File: config.mk
export PLATFORM = sky130hd
export DESIGN_NAME = sfmt_top
export DESIGN_NICKNAME = d
export VERILOG_FILES = /design/src/rtl/sfmt_pkg.sv /design/src/rtl/sfmt_seq.sv /design/src/rtl/sfmt_conv.sv /design/src/rtl/sfmt_top.sv
export SDC_FILE = /design/constraint.sdc
export NUM_CORES = 1
export LEC_CHECK = 0
export ABC_AREA = 1
export BUFFER_PORTS_ARGS = -buffer_cell sky130_fd_sc_hd__buf_2
export CAP_MARGIN = 20
export CELL_PAD_IN_SITES_DETAIL_PLACEMENT = 2
export CELL_PAD_IN_SITES_GLOBAL_PLACEMENT = 2
export CORE_MARGIN = 5
export CORE_UTILIZATION = 25
export DETAILED_ROUTE_END_ITERATION = 10
export HOLD_SLACK_MARGIN = 0.03
export PLACE_DENSITY = 0.77
export SLEW_MARGIN = 40
export SYNTH_ARGS = -nofsm -noshare
export SYNTH_HDL_FRONTEND = slang
export SYNTH_SLANG_ARGS = --single-unit
File: constraint.sdc
create_clock -name clk -period 6.25 [get_ports clk]
set_clock_uncertainty 0.1 [all_clocks]
set_input_delay 1.875 -clock clk [delete_from_list [all_inputs] [get_ports clk]]
set_output_delay 1.875 -clock clk [all_outputs]
set_load 0.005 [all_outputs]
File: src/rtl/sfmt_pkg.sv
package sfmt_pkg;

    localparam int ADDR_W  = 16;
    localparam int CNT_W   = 12;
    localparam int STEP_W  = 15;
    localparam int ISTEP_W = 16;
    localparam int LOG_W   = 4;
    localparam int CLIP_W  = 4;
    localparam int COMP_W  = 24;
    localparam int NARROW_W = 16;
    localparam int WIDE_W  = 32;
    localparam int WORD_W  = 2 * WIDE_W;
    localparam int MAX_CLIP = WIDE_W - COMP_W;

    typedef struct packed {
        logic [ADDR_W-1:0]  base;
        logic [CNT_W-1:0]   cnt_m1;
        logic [STEP_W-1:0]  step;
        logic [CNT_W-1:0]   iter_m1;
        logic [ISTEP_W-1:0] iter_step;
        logic [LOG_W-1:0]   fft_log2;
        logic               wide;
        logic               cplx;
        logic               sgn;
        logic [CLIP_W-1:0]  clip;
    } sfmt_cfg_t;

    typedef struct packed {
        logic [COMP_W-1:0] re;
        logic [COMP_W-1:0] im;
        logic              first;
        logic              last;
    } sfmt_sample_t;

    // Transform length minus one; exponents past the counter width saturate.
    function automatic logic [CNT_W-1:0] fft_len_m1(input logic [LOG_W-1:0] lg);
        if (int'(lg) >= CNT_W)
            return '1;
        return CNT_W'((1 << lg) - 1);
    endfunction

    function automatic logic [COMP_W-1:0] widen16(input logic [NARROW_W-1:0] x,
                                                 input logic sgn);
        return sgn ? {{(COMP_W-NARROW_W){x[NARROW_W-1]}}, x}
                   : {{(COMP_W-NARROW_W){1'b0}}, x};
    endfunction

    function automatic logic [COMP_W-1:0] narrow32(input logic [WIDE_W-1:0] x,
                                                  input logic sgn,
                                                  input logic [CLIP_W-1:0] clip);
        logic [CLIP_W-1:0]       k;
        logic signed [WIDE_W:0]  ext;
        logic signed [WIDE_W:0]  v;
        logic signed [WIDE_W:0]  smax;
        logic signed [WIDE_W:0]  smin;
        logic signed [WIDE_W:0]  umax;
        k    = (int'(clip) > MAX_CLIP) ? CLIP_W'(MAX_CLIP) : clip;
        ext  = sgn ? {x[WIDE_W-1], x} : {1'b0, x};
        v    = ext >>> (CLIP_W'(MAX_CLIP) - k);
        smax = (WIDE_W+1)'((1 << (COMP_W-1)) - 1);
        smin = -((WIDE_W+1)'(1 << (COMP_W-1)));
        umax = (WIDE_W+1)'((1 << COMP_W) - 1);
        if (sgn) begin
            if (v > smax) return {1'b0, {(COMP_W-1){1'b1}}};
            if (v < smin) return {1'b1, {(COMP_W-1){1'b0}}};
        end else begin
            if (v > umax) return '1;
        end
        return v[COMP_W-1:0];
    endfunction

endpackage

File: src/rtl/sfmt_seq.sv
module sfmt_seq
    import sfmt_pkg::*;
(
    input  logic              clk,
    input  logic              rst,
    input  logic              start,
    input  sfmt_cfg_t         cfg_in,
    input  logic              adv,
    output logic              running,
    output sfmt_cfg_t         cfg_q,
    output logic [ADDR_W-1:0] addr,
    output logic              pad,
    output logic              first,
    output logic              last,
    output logic              done
);

    logic [CNT_W-1:0]  samp_idx;
    logic [CNT_W-1:0]  iter_idx;
    logic [CNT_W-1:0]  len_m1;
    logic [CNT_W-1:0]  next_len_m1;
    logic [ADDR_W-1:0] iter_base;
    logic [ADDR_W-1:0] next_base;

    always_comb begin
        next_len_m1 = fft_len_m1(cfg_in.fft_log2);
        if (cfg_in.cnt_m1 > next_len_m1)
            next_len_m1 = cfg_in.cnt_m1;
        next_base = iter_base + ADDR_W'(cfg_q.iter_step);
    end

    always_ff @(posedge clk) begin
        if (rst) begin
            running   <= 1'b0;
            done      <= 1'b0;
            cfg_q     <= '0;
            addr      <= '0;
            iter_base <= '0;
            samp_idx  <= '0;
            iter_idx  <= '0;
            len_m1    <= '0;
        end else begin
            done <= 1'b0;
            if (!running) begin
                if (start) begin
                    running   <= 1'b1;
                    cfg_q     <= cfg_in;
                    addr      <= cfg_in.base;
                    iter_base <= cfg_in.base;
                    samp_idx  <= '0;
                    iter_idx  <= '0;
                    len_m1    <= next_len_m1;
                end
            end else if (adv) begin
                if (samp_idx == len_m1) begin
                    if (iter_idx == cfg_q.iter_m1) begin
                        running <= 1'b0;
                        done    <= 1'b1;
                    end else begin
                        iter_idx  <= iter_idx + 1'b1;
                        iter_base <= next_base;
                        addr      <= next_base;
                        samp_idx  <= '0;
                    end
                end else begin
                    samp_idx <= samp_idx + 1'b1;
                    addr     <= addr + ADDR_W'(cfg_q.step);
                end
            end
        end
    end

    assign pad   = samp_idx > cfg_q.cnt_m1;
    assign first = samp_idx == '0;
    assign last  = samp_idx == len_m1;

endmodule

File: src/rtl/sfmt_conv.sv
module sfmt_conv
    import sfmt_pkg::*;
(
    input  logic [WORD_W-1:0] word,
    input  logic              wide,
    input  logic              cplx,
    input  logic              sgn,
    input  logic [CLIP_W-1:0] clip,
    input  logic              pad,
    output logic [COMP_W-1:0] re,
    output logic [COMP_W-1:0] im
);

    localparam int LANES = 2;

    logic [COMP_W-1:0] lane_val [LANES];

    for (genvar l = 0; l < LANES; l++) begin : g_lane
        logic [NARROW_W-1:0] raw_n;
        logic [WIDE_W-1:0]   raw_w;
        logic                blank;
        assign raw_n = word[NARROW_W*l +: NARROW_W];
        assign raw_w = word[WIDE_W*l +: WIDE_W];
        assign blank = pad || ((l != 0) && !cplx);
        always_comb begin
            if (blank)
                lane_val[l] = '0;
            else if (wide)
                lane_val[l] = narrow32(raw_w, sgn, clip);
            else
                lane_val[l] = widen16(raw_n, sgn);
        end
    end

    assign re = lane_val[0];
    assign im = lane_val[1];

endmodule

File: src/rtl/sfmt_top.sv
module sfmt_top
    import sfmt_pkg::*;
(
    input  logic               clk,
    input  logic               rst,
    input  logic               start,
    input  logic [ADDR_W-1:0]  cfg_base,
    input  logic [CNT_W-1:0]   cfg_cnt_m1,
    input  logic [STEP_W-1:0]  cfg_step,
    input  logic [CNT_W-1:0]   cfg_iter_m1,
    input  logic [ISTEP_W-1:0] cfg_iter_step,
    input  logic [LOG_W-1:0]   cfg_fft_log2,
    input  logic               cfg_wide,
    input  logic               cfg_cplx,
    input  logic               cfg_signed,
    input  logic [CLIP_W-1:0]  cfg_clip,
    output logic [ADDR_W-1:0]  mem_addr,
    input  logic [WORD_W-1:0]  mem_rdata,
    output logic               out_valid,
    input  logic               out_ready,
    output logic [COMP_W-1:0]  out_re,
    output logic [COMP_W-1:0]  out_im,
    output logic               out_first,
    output logic               out_last,
    output logic               done
);

    sfmt_cfg_t    cfg_in;
    sfmt_cfg_t    cfg_q;
    sfmt_sample_t smp;
    logic         running;
    logic         pad;
    logic         first;
    logic         last;

    assign cfg_in = '{base: cfg_base, cnt_m1: cfg_cnt_m1, step: cfg_step,
                      iter_m1: cfg_iter_m1, iter_step: cfg_iter_step,
                      fft_log2: cfg_fft_log2, wide: cfg_wide, cplx: cfg_cplx,
                      sgn: cfg_signed, clip: cfg_clip};

    sfmt_seq seq_i (
        .clk     (clk),
        .rst     (rst),
        .start   (start),
        .cfg_in  (cfg_in),
        .adv     (out_valid && out_ready),
        .running (running),
        .cfg_q   (cfg_q),
        .addr    (mem_addr),
        .pad     (pad),
        .first   (first),
        .last    (last),
        .done    (done)
    );

    sfmt_conv conv_i (
        .word (mem_rdata),
        .wide (cfg_q.wide),
        .cplx (cfg_q.cplx),
        .sgn  (cfg_q.sgn),
        .clip (cfg_q.clip),
        .pad  (pad),
        .re   (smp.re),
        .im   (smp.im)
    );

    assign smp.first = first;
    assign smp.last  = last;

    assign out_valid = running;
    assign out_re    = smp.re;
    assign out_im    = smp.im;
    assign out_first = smp.first && running;
    assign out_last  = smp.last && running;

endmodule

## Word level (Yosys, flattened, before mapping)

Index checks and enable logic that the tools add are counted.

| storage, ports and cells | value |
|---|---|
| bits in registers | 132 |
| word-level logic and storage cells | 122 |
| bits of input ports | 150 |

| cells by class | value |
|---|---|
| add/subtract/negate cells | 6 |
| multiplexer cells | 68 |
| $lt $le $gt $ge | 10 |
| bitwise gates (word level) | 3 |
| equal/unequal tests | 6 |
| reductions and logical operators | 11 |
| shift-type cells | 3 |

Operators with widths:

| kind | count |
|---|---|
| $mux 24 | 18 |
| $mux 12 | 12 |
| $mux 16 | 8 |
| $gt 33x24->1 const B | 2 |
| $gt 33x25->1 const B | 2 |
| $lt 33x24->1 const B | 2 |
| $mux 33 | 2 |
| $sshr 33x4->33 | 2 |
| $mux 1 | 27 |
| $add 12x1->12 const B | 2 |
| $eq 12x12->1 | 2 |
| $gt 12x12->1 | 2 |
| $add 16x15->16 | 1 |
| $add 16x16->16 | 1 |
| $logic_not 12->1 | 1 |
| $shl 1x4->12 const A | 1 |
| $sub 12x2->12 const B | 1 |
| $ge 4x4->1 const B | 1 |
| $gt 4x4->1 const B | 1 |
| $mux 4 | 1 |
| $ne 2x2->1 const B | 2 |
| $reduce_and 4->1 | 1 |
| $reduce_or 4->1 | 1 |
| $sub 4x4->4 const A | 1 |
| 9 further kinds | 13 |

## Logic depth before layout (Yosys ltp)

Gate-level depths: netlist of run 1.

| logic depth | value |
|---|---|
| word-level depth | 16 |
| mapped depth | 25 |

## By module

Synthesis of run 1 repeated with hierarchy kept, for this count alone.

| unflattened totals | value |
|---|---|
| cells, all modules | 2468 |
| area total of the unflattened synthesis | 14164.8 um2 |

Modules (own cells, without submodules):

| module | times used | cells each | area an instance (um2) |
|---|---|---|---|
| sfmt_seq | 1 | 1345 | 9210.1 |
| sfmt_conv | 1 | 1117 | 4932.2 |
| sfmt_top | 1 | 6 | 22.5 |

## Least setup slack after synthesis of run 1

Ideal clock, no wire load.

| timing path | value |
|---|---|
| kind | in2out |
| from | input mem_rdata[31] |
| to | output out_re[3] |
| slack | 0.883 ns |
| arrival time | 3.392 ns |
| required time | 4.275 ns |
| cell stages on the path | 14 |
| cell sequence | nand2_1 -> inv_1 -> nand2_1 -> nand2_1 -> o21ai_0 -> o21ai_0 -> nand2_1 -> o21ai_2 -> nand2_1 -> nand2_1 -> buf_4 -> nand3_1 -> nand2_1 -> a21oi_1 |

| on the way | value |
|---|---|
| longest elaborated chain between the ends | 14 |

Ends and longest elaborated chain:

| what | RTL line | RTL |
|---|---|---|
| from (decl) | sfmt_top.sv:18 | `input logic [WORD_W-1:0] mem_rdata,` |
| $mux 33 (*) | sfmt_pkg.sv:58 | `ext = sgn ? {x[WIDE_W-1], x} : {1'b0, x};` |
| $sshr 33x4->33 (*) | sfmt_pkg.sv:59 | `v = ext >>> (CLIP_W'(MAX_CLIP) - k);` |
| $gt 33x24->1 | sfmt_pkg.sv:64 | `if (v > smax) return {1'b0, {(COMP_W-1){1'b1}}};` |
| $mux 1 | sfmt_pkg.sv:64 |  |
| $mux 1 | sfmt_pkg.sv:63 | `if (sgn) begin` |
| $mux 1 | sfmt_conv.sv:28 | `else if (wide)` |
| $mux 1 | sfmt_conv.sv:26 | `if (blank)` |
| $mux 1 | sfmt_pkg.sv:65 | `if (v < smin) return {1'b1, {(COMP_W-1){1'b0}}};` |
| $mux 1 | sfmt_pkg.sv:63 |  |
| $mux 1 | sfmt_conv.sv:28 |  |
| $mux 1 | sfmt_conv.sv:26 |  |
| $mux 24 (*) | sfmt_pkg.sv:69 | `return v[COMP_W-1:0];` |
| $mux 24 (*) | sfmt_conv.sv:28 |  |
| $mux 24 (*) | sfmt_conv.sv:26 |  |
| to (decl) | sfmt_top.sv:21 | `output logic [COMP_W-1:0] out_re,` |

Every way passes the cells marked *; elsewhere a longest branch is shown, timed or not. The select of a mux whose other input is x is not followed.

## Worst setup path after layout of run 1

| timing path | value |
|---|---|
| from | input mem_rdata[63] |
| to | output out_im[14] |

| on the way | value |
|---|---|
| longest elaborated chain between the ends | 14 |

Ends and longest elaborated chain:

| what | RTL line | RTL |
|---|---|---|
| $mux 33 (*) | sfmt_pkg.sv:58 |  |
| $sshr 33x4->33 (*) | sfmt_pkg.sv:59 |  |
| $gt 33x24->1 | sfmt_pkg.sv:64 |  |
| $mux 1 | sfmt_pkg.sv:64 |  |
| $mux 1 | sfmt_pkg.sv:63 |  |
| $mux 1 | sfmt_conv.sv:28 |  |
| $mux 1 | sfmt_conv.sv:26 |  |
| $mux 1 | sfmt_pkg.sv:65 |  |
| $mux 1 | sfmt_pkg.sv:63 |  |
| $mux 1 | sfmt_conv.sv:28 |  |
| $mux 1 | sfmt_conv.sv:26 |  |
| $mux 24 (*) | sfmt_pkg.sv:69 |  |
| $mux 24 (*) | sfmt_conv.sv:28 |  |
| $mux 24 (*) | sfmt_conv.sv:26 |  |
| to (decl) | sfmt_top.sv:22 | `output logic [COMP_W-1:0] out_im,` |

Marks and branches as above.

==> results of run 1 <==
[where the power goes]
part / internal, mW / total [mW] / switching (mW)
combinational: 0.651 / 2.00 / 1.35
clock: 0.591 / 1.03 / 0.442
sequential: 0.905 / 0.959 / 0.0545
total: 2.15 / 3.99 / 1.84
[timing repair]
action | 4_1_cts | 5_1_grt
pin swaps | 0 | 14
resized for setup | 1 | 80
hold buffers | 0 | 0
buffers inserted | 0 | 4
cloned | 1 | 4
hold endpoints to repair | 0 | 0
setup endpoints to repair | 1 | 46
[per-stage QoR]
step | utilization (%) | power [mW] | cell area, sq um | hold WS (ps)
CTS | 29.7 | 3.94 | 16000 | 399
finish | 30.5 | 3.99 | 16400 | 397
detailed placement | 28.6 | 2.89 | 15400 | 382
global route | 30.5 | 4.25 | 16400 | 420
floorplan | - | 2.17 | 13600 | 351
global placement | 28.6 | 2.82 | 15400 | 375
[critical path: cells and delay by family]
kind / cells / cell delay [ps]
and+or+nand+nor: 13 / 1560
buffers and inverters: 3 / 530
AOI/OAI and AO/OA: 1 / 190
[flip-flops by register name, summed over array words and instances, names as in the netlist]
signal	cells
seq_i.addr	16
seq_i.cfg_q	62
seq_i.done	1
seq_i.iter_base	16
seq_i.iter_idx	12
seq_i.len_m1	12
seq_i.running	1
seq_i.samp_idx	12
[kinds of logic after synthesis]
| kind of cell | share of synthesized area (%) |
|---|---|
| flip-flops | 19.4 |
| XOR/XNOR | 2.38 |
| buffers and inverters | 10.4 |
| AO/OA/AOI/OAI | 15.0 |
| adder cells (fa/ha/maj) | 5.72 |
| AND/OR/NAND/NOR | 47.1 |
[final timing paths]
kind,start,end,slack [ps],cells past startpoint
worst max-delay path,mem_rdata[63],out_im[14],120,17
worst min-delay path,seq_i.cfg_q[32]$_SDFFE_PP0P_,seq_i.cfg_q[32]$_SDFFE_PP0P_,400,2
worst max register to register,seq_i.samp_idx[10]$_SDFFE_PP0P_,seq_i.iter_idx[4]$_SDFFE_PP0P_,2790,13
worst min register to register,seq_i.cfg_q[32]$_SDFFE_PP0P_,seq_i.cfg_q[32]$_SDFFE_PP0P_,400,2
[placed cells by master, fill, tap and decap left out, drive strengths merged, types with 2 or more instances in the layout]
cell      Yosys  routed
nand3       588     588
a21oi       148     148
inv         170     173
xnor2        16      16
a31oi        19      19
o21ai       181     181
o22ai        10      10
o31ai         3       3
o2111ai       2       2
nor3b         2       2
ha           59      59
a211oi        5       5
a41oi         2       2
o211ai        2       2
clkinvlp      0       3
nor4          7       7
xor2         21      21
nand2       639     639
nand4        26      27
buf          83     282
nor3         18      18
a21boi        4       4
nand3b        3       3
o21a          3       3
clkbuf       66      22
bufinv        0       2
clkinv        1       8
nor2        182     182
fa            2       2
dfxtp       132     132
[layout make-up]
type / instances / share of cell area [%]
Sequential cell: 132 / 16.1
Clock buffer: 17 / 2.59
Timing Repair Buffer: 287 / 10.9
Multi-Input combinational cell: 1950 / 60.2
Tap cell: 696 / 5.30
Clock inverter: 15 / 0.944
Inverter: 171 / 3.93
[layer usage]
layer / routed length [um] / vias up
li1: - / 8439
met3: 2170 / 51
met2: 33700 / 319
met1: 32100 / 8789
met4: 840 / 0
met5: 0 / -
==> results.txt, run 1 <==
GR Util met2: 39.2%
Die Span X: 243 um
Slew Limit Fails: 0
Slew @ Worst Pin: 817 ps
Top-count cell post-synth: nand2_1
Hold Fails Final Rpt: 0
DR DRC count: 0
Pin count of the biggest net entering global routing: 92
CP Cell Sequence: buf_2 > nand3_1 > nand3_1 > nand3_1 > nand3_1 > nand2_1 > nor2_2 > nand2_2 > nor2_2 > nand3_1 > nand2_2 > nand4_4 > buf_12 > nand3_1 > nand2_1 > a21oi_1 > buf_2
Final Setup Violations: 0
IO Pins: 218
Final Cycle Share: 98.1%
Max Cap Viol: 0
Peak VDD IR: 149 uV
Placement Setup Slack: 16.3 ps
Via density: 5.38
First-pass GRT wire length: 107 mm
Placed cells: 3,227
Drt initial violations: 832
Clock buffer depth: 2
Seq/Total Area, Yosys: 19.4%
Post-Syn Instances: 2,401
Global routing met3 resource utilization: 2.47%
Port buffer count: 217
Seq cells post-synth: 132
Hold WC Path Type: reg2reg
GRT Total Usage: 22.0%
Ys async rst share: 0%
Crit end category: output port
Total CTS buffers: 17
Mapped Area: 0.0136 sq mm
FF+latch area: 0.00265 sq mm
Vias in the first global route: 19,028
Die ar.: 0.0592 sq mm
Avg Inst Size Synth: 5.67 sq um
Type of origin of the critical path: input port
Worst endpoint data arrival time: 4160 ps
Routability congestion estimate: 0.904
Maximum fanout along the worst path: 8
Worst setup margin: 118 ps
Worst Path Class, Setup: in2out
Crit-path max cell delay: 240 ps
Max Freq: 0.163 GHz
DRT Pass-1 Iters: 7
Area Overhead vs Synth: 20.7%
Leak: 8.03 nW
Most instantiated cells after synthesis: nand2_1, nand3_1, nor2_1
Synth top area share: 21.6%
Tmin final: 6130 ps
Initial Util: 25.3%
Area contributors post-synth: nand3_1, dfxtp_1, nand2_1
Clock slew at reported path FFs: 60 ps
Syn_nets: 2,612
Power Density: 243 mW/mm^2
Number of synthesized flops with an enable pin: 0
CP required: 4280 ps
Nets: 2,770
Clock root cell: clkbuf_16
CORE AREA: 0.0539 sq mm
Die height: 243 um
Warnings, synthesis: 0
Initial antenna violation count: 3
CTS sink cnt: 132
Clock latency on the worst-skew pair: 430 ps
Share of cells above drive strength 1: 16.3%
Yosys top cell by area: nand3_1
Critical Path Most Common Cell: nand3_1
CTS tree: yes
Ys flop type: dfxtp_1
Via count: 17,598
Filler cell count: 6,712
Max-slew headroom: 45.5%
Status: completed
Post-DP HPWL: 52.0 mm
Met1 usage: 29.3%
Final cell count without fillers: 3,268
Average wire per standard cell: 21.1 um
Cell Rows: 85
GRT Max-Usage Layer: met2
Post-synthesis cell type count: 45
Antenna fix cells: 0
WL final: 68.8 mm
CP max-delay cell: nand4_4
Area of the multi-input gates: 0.00990 sq mm
Congestion Overflow GR: 0
Fin Setup TNS: 0 ps
Antenna Nets Post-Route: 0
# H-tree levels: 4
Power figures use the tool's default switching activity.
==> run 2: changes to the inputs <==
- CELL_PAD_IN_SITES_DETAIL_PLACEMENT: 2 -> default
- CELL_PAD_IN_SITES_GLOBAL_PLACEMENT: 2 -> default
- PLACE_DENSITY: 0.77 -> 0.48
==> run 2 against run 1 <==
Against the previous run:
- first-iteration DRC count grew 82%
- register-to-register slack gained 90 ps
- cell area shrank 2.4%
- maximum frequency grew 0.53%
- die area is the same
- sequential power shrank 0.5%
==> results.txt, run 2 (synthesized netlist as in run 1, its figures left out) <==
Status: completed
GRT Total Usage: 18.7% (-3.3 points)
Via density: 5.28 (-1.9%)
Final Cycle Share: 97.6% (-0.52 points)
Core Util, Final: 29.8% (-0.72 points)
Die ar.: 0.0592 sq mm (unchanged)
CTS tree: yes
WL final: 59.2 mm (-14%)
Cell Rows: 85 (unchanged)
Drt initial violations: 1,513 (+82%)
Final Setup Violations: 0 (unchanged)
CORE AREA: 0.0539 sq mm (unchanged)
Pin count of the biggest net entering global routing: 93 (+1.1%)
Most common cell after layout, fill and taps aside: nand2_1
Peak VDD IR: 120 uV (-19%)
Slew Limit Fails: 0 (unchanged)
CP Cell Sequence: buf_2 > nand3_1 > nand3_2 > nand3_1 > nand3_1 > nand2_1 > inv_1 > nand2_1 > nor2_1 > nand2_1 > nor2_1 > nand2_1 > nand4_4 > buf_12 > clkbuf_16 > nand3_1 > nand2_1 > a21oi_1 > buf_2
Nets: 2,754 (-0.58%)
Initial antenna violation count: 12 (+9)
Average wire per standard cell: 18.2 um (-14%)
Total CTS buffers: 17 (unchanged)
Congestion Overflow GR: 0 (unchanged)
Power Density: 238 mW/mm^2 (-2.0%)
Delay-heaviest family, CP: simple AND/OR/NAND/NOR gates
Worst endpoint data arrival time: 4120 ps (-40 ps)
Hold Fails Final Rpt: 0 (unchanged)
Leak: 7.89 nW (-1.7%)
Critical Path Most Common Cell: nand2_1
FF+latch area: 0.00265 sq mm (about the same)
CP Buf/Inv Count: 5 (+2)
Initial Util: 25.3% (unchanged)
Hold WC Path Type: reg2reg
Port buffer count: 217 (unchanged)
Largest register FFs: 62 (unchanged)
Share of cells above drive strength 1: 13.4% (-2.9 points)
Area of the multi-input gates: 0.00966 sq mm (-2.4%)
Crit-path max cell delay: 170 ps (-70 ps)
Routability congestion estimate: 0.947 (+4.8%)
Hold-fix buffers, CTS: 0 (unchanged)
Clock root cell: clkbuf_16
Worst Path Class, Setup: in2out
Maximum fanout along the worst path: 6 (-2)
# H-tree levels: 4 (unchanged)
Design Area, Final: 0.0160 sq mm (-2.4%)
Tmin final: 6100 ps (-32.6 ps)
Max Freq: 0.164 GHz (+0.53%)
Via count: 17,208 (-2.2%)
Post-DP HPWL: 45.0 mm (-13%)
Placed inst area: 0.0153 sq mm (-0.99%)
Filler cell count: 6,140 (-8.5%)
Clock buffer depth: 2 (unchanged)
WHS: 382 ps (-15.9 ps)
Type of origin of the critical path: input port
Largest registers: seq_i.cfg_q: 62 flops, seq_i.addr: 16 flops, seq_i.iter_base: 16 flops
Slew @ Worst Pin: 858 ps (+40.8 ps)
Area Overhead vs Synth: 17.9%
CP required: 4280 ps (about the same)
IO Pins: 218 (unchanged)
Antenna Nets Post-Route: 0 (unchanged)
Clock latency on the worst-skew pair: 430 ps (about the same)
Die Span X: 243 um (unchanged)
Vias in the first global route: 16,024 (-16%)
Most frequent cells in the layout: nand2_1, nand3_1, buf_2, nor2_1, o21ai_0
Die height: 243 um (unchanged)
CTS sink cnt: 132 (unchanged)
Crit end category: output port
Max Cap Viol: 0 (unchanged)
RSZ-0062 raised after global routing: true
CP max-delay cell: buf_2
Clock slew at reported path FFs: 60 ps (about the same)
First-pass GRT wire length: 90.2 mm (-16%)
DRT Pass-1 Iters: 6 (-1)
Largest Register: seq_i.cfg_q
Max-slew headroom: 42.2% (-3.3 points)
DR DRC count: 0 (unchanged)
## run 2: worst paths after layout
path,from,endpoint,slack [ps],cells after the start
max reg2reg,seq_i.samp_idx[10]$_SDFFE_PP0P_,seq_i.samp_idx[4]$_SDFFE_PP0P_,2880,15
max,mem_rdata[13],out_re[4],150,19
min,seq_i.len_m1[2]$_SDFFE_PP0P_,seq_i.len_m1[2]$_SDFFE_PP0P_,380,2
min reg2reg,seq_i.len_m1[2]$_SDFFE_PP0P_,seq_i.len_m1[2]$_SDFFE_PP0P_,380,2
## run 2: repair_timing
item                                    4_1_cts  5_1_grt
cloned                                        0        2
resized for setup                             1       20
pin swaps                                     0        5
setup buffers                                 0        4
endpoints found under the setup margin        1       33
## run 2: report_power, final
part | switching (mW) | total, mW | internal, mW
sequential | 0.0492 | 0.954 | 0.905
clock | 0.451 | 0.984 | 0.533
combinational | 1.28 | 1.88 | 0.602
total | 1.78 | 3.82 | 2.04
## run 2: cell type report
cell class              count  area share (%)
flip-flops and latches    132            16.5
inverters                 171            4.03
clock inverters            15           0.975
repair buffers            272            10.1
well taps                 696            5.43
multi-input cells        1949            60.2
diodes                      7           0.109
clock buffers              17            2.65
## run 2: worst reg2reg max path, stage by stage, from the launching register on
cell      delay [ps]
dfxtp_1          510
inv_1            140
nand2_1           80
nand4_1          100
a221oi_1         290
nand2_1          110
buf_4            220
nor2_1           240
o21ai_2           70
buf_4            250
nand2_1          140
buf_4            300
nand2_1          240
inv_1            240
o21ai_0          120
a21oi_1          150
## run 2: stage by stage
step / power, mW / setup WS (ps) / cells / setup TNS, ps
floorplan: 2.17 / 883 / 2401 / 0
global placement: 2.79 / -57.1 / 3214 / -65.7
detailed placement: 2.79 / -3.35 / 3214 / -3.35
CTS: 3.78 / 70.4 / 3246 / 0
global route: 4.08 / -30.7 / 3256 / -82.7
finish: 3.82 / 150 / 3259 / 0
## run 2: per-layer routing
metal	routed length [um]	vias up	global-route usage (%)
met1	26900	7967	26.0
li1	-	8429	-
met4	1460	10	5.21
met2	26400	709	30.0
met3	4370	93	3.06
met5	48	-	0
==> run 3: changes to the inputs <==
- BUFFER_PORTS_ARGS: -buffer_cell sky130_fd_sc_hd__buf_2 -> -buffer_cell sky130_fd_sc_hd__buf_4
==> run 3 against run 2 <==
Against the previous run:
- critical path type unchanged
- critical endpoint is now out_re[1]
- sequential power increased by 0.5%
- hold slack improved by 5.9 ps
- flip-flop and latch count unchanged
- largest cell class unchanged
- critical path depth increased by 1
- via count increased by 0.21%
- total power increased by 2.5%
- core utilization increased by 1.0 points
- global-route usage increased by 0.13 points
- non-clock buffer count decreased by 2
- cell area increased by 3.5%
- cell count decreased by 0.12%
==> results.txt, run 3 (synthesized netlist as in run 1, its figures left out) <==
Placed inst area: 0.0158 sq mm (+3.8%)
# H-tree levels: 4 (unchanged)
First-pass GRT wire length: 90.9 mm (+0.87%)
DR DRC count: 0 (unchanged)
Final Setup Violations: 0 (unchanged)
Cell Rows: 85 (unchanged)
CP required: 4280 ps (about the same)
Core Util, Final: 30.8% (+1.0 points)
Die ar.: 0.0592 sq mm (unchanged)
Hold Fails Final Rpt: 0 (unchanged)
CTS sink cnt: 132 (unchanged)
Crit end category: output port
Fin Setup TNS: 0 ps (unchanged)
Filler cell count: 6,045 (-1.5%)
Congestion Overflow GR: 0 (unchanged)
CP Buf/Inv Count: 5 (unchanged)
Clock root cell: clkbuf_16
Worst setup margin: 96.4 ps (-54.0 ps)
Leak: 8.03 nW (+1.7%)
Maximum fanout along the worst path: 5 (-1)
Slew Limit Fails: 0 (unchanged)
Area Overhead vs Synth: 22.0%
Slew @ Worst Pin: 832 ps (-26.0 ps)
Tmin final: 6150 ps (+54.0 ps)
Largest register FFs: 62 (unchanged)
Die height: 243 um (unchanged)
CP Cell Sequence: buf_4 > inv_1 > nand3_2 > nand3_2 > nand2_1 > nand2_1 > nand3_2 > nand2_2 > buf_4 > inv_1 > nand2_1 > nor2_2 > nand2_1 > nor2_2 > nand2_2 > nand4_4 > nand3_1 > nand2_1 > a21oi_1 > buf_4
Peak VDD IR: 120 uV (-0.23%)
WL final: 59.7 mm (+0.90%)
Via density: 5.30 (+0.33%)
DRT Pass-1 Iters: 6 (unchanged)
Final Cycle Share: 98.5% (+0.86 points)
Delay-heaviest family, CP: simple AND/OR/NAND/NOR gates
Pin count of the biggest net entering global routing: 87 (-6.5%)
Initial Util: 25.3% (unchanged)
RSZ-0062 raised after global routing: true
Post-DP HPWL: 45.3 mm (+0.71%)
Initial antenna violation count: 4 (-8)
Clock buffer depth: 2 (unchanged)
Most frequent cells in the layout: nand2_1, nand3_1, buf_4, nor2_1, o21ai_0
Max Cap Viol: 0 (unchanged)
Placement Setup Slack: 0.378 ps (+3.73 ps)
Total CTS buffers: 17 (unchanged)
Crit-path max cell delay: 300 ps (+130 ps)
Worst Path Class, Setup: in2out
Largest Register: seq_i.cfg_q
Post-CTS Setup Bufs: 0 (unchanged)
Port buffer count: 217 (unchanged)
Critical Path Most Common Cell: nand2_1
Worst endpoint data arrival time: 4180 ps (+60 ps)
Hold WC Path Type: reg2reg
Die Span X: 243 um (unchanged)
Routability congestion estimate: 0.934 (-1.3%)
Antenna Nets Post-Route: 0 (unchanged)
Type of origin of the critical path: input port
Drt initial violations: 1,640 (+8.4%)
Design Area, Final: 0.0166 sq mm (+3.5%)
GRT Total Usage: 18.8% (+0.13 points)
Max-slew headroom: 44.0% (+1.8 points)
Average wire per standard cell: 18.4 um (+1.0%)
Max Freq: 0.163 GHz (-0.88%)
Largest registers: seq_i.cfg_q: 62 flops, seq_i.addr: 16 flops, seq_i.iter_base: 16 flops
Clock latency on the worst-skew pair: 420 ps (about the same)
CP max-delay cell: a21oi_1
Share of cells above drive strength 1: 13.4% (+0.034 points)
Nets: 2,755 (+0.036%)
Via count: 17,244 (+0.21%)
CTS tree: yes
IO Pins: 218 (unchanged)
Vias in the first global route: 16,144 (+0.75%)
Status: completed
Power Density: 236 mW/mm^2 (-0.92%)
CORE AREA: 0.0539 sq mm (unchanged)
Clock slew at reported path FFs: 60 ps (about the same)
Most common cell after layout, fill and taps aside: nand2_1
-- run 3: report_power, final --
group | total [mW] | internal [mW] | leakage [nW] | switching, mW
clock | 1.03 | 0.574 | 0.297 | 0.455
combinational | 1.92 | 0.655 | 6.64 | 1.27
sequential | 0.959 | 0.904 | 1.09 | 0.0542
total | 3.91 | 2.13 | 8.03 | 1.78
-- run 3: path summary, 6_finish.rpt --
check                                                       to  depth (start not counted)                            start  slack [ps]
worst max register to register  seq_i.iter_idx[4]$_SDFFE_PP0P_                         12  seq_i.samp_idx[10]$_SDFFE_PP0P_        3050
worst min register to register    seq_i.cfg_q[55]$_SDFFE_PP0P_                          2     seq_i.cfg_q[55]$_SDFFE_PP0P_         390
worst min-delay path              seq_i.cfg_q[55]$_SDFFE_PP0P_                          2     seq_i.cfg_q[55]$_SDFFE_PP0P_         390
worst max-delay path                                 out_re[1]                         20                    mem_rdata[12]         100
-- run 3: timing repair --
item / in CTS / in global routing
hold buffers: 0 / 0
resized for setup: 0 / 21
cloned: 0 / 4
setup endpoints to repair: 1 / 48
pin swaps: 1 / 3
-- run 3: cell type report --
class / instances / area [sq um] / share of cell area, %
well taps: 696 / 871 / 5.24
flip-flops and latches: 132 / 2650 / 15.9
clock buffers: 17 / 425 / 2.56
multi-input cells: 1952 / 9700 / 58.4
diodes: 2 / 5.00 / 0.0301
clock inverters: 15 / 178 / 1.07
repair buffers: 270 / 2130 / 12.9
inverters: 171 / 642 / 3.86
-- run 3: through the flow --
| stage | power, mW | hold WS, ps | cells |
|---|---|---|---|
| 2_1_floorplan | 2.17 | 351 | 2401 |
| 3_3_place_gp | 2.85 | 376 | 3217 |
| 3_5_place_dp | 2.85 | 378 | 3217 |
| 4_1_cts | 3.89 | 391 | 3249 |
| 5_1_grt | 4.18 | 409 | 3253 |
| 6_report | 3.91 | 388 | 3255 |
-- run 3: layer usage --
metal  part of all wire [%]  global-route usage (%)  vias up
met5                  0.054                       0        -
met4                    2.6                    5.19        6
met3                    7.8                    2.59       84
met2                     44                    30.0      738
met1                     45                    26.7     7979
li1                       -                       -     8437
-- run 3: worst min-delay path: stages, from the launching register on --
cell and delay (ps):
dfxtp_1 300, inv_1 60, o21ai_0 80
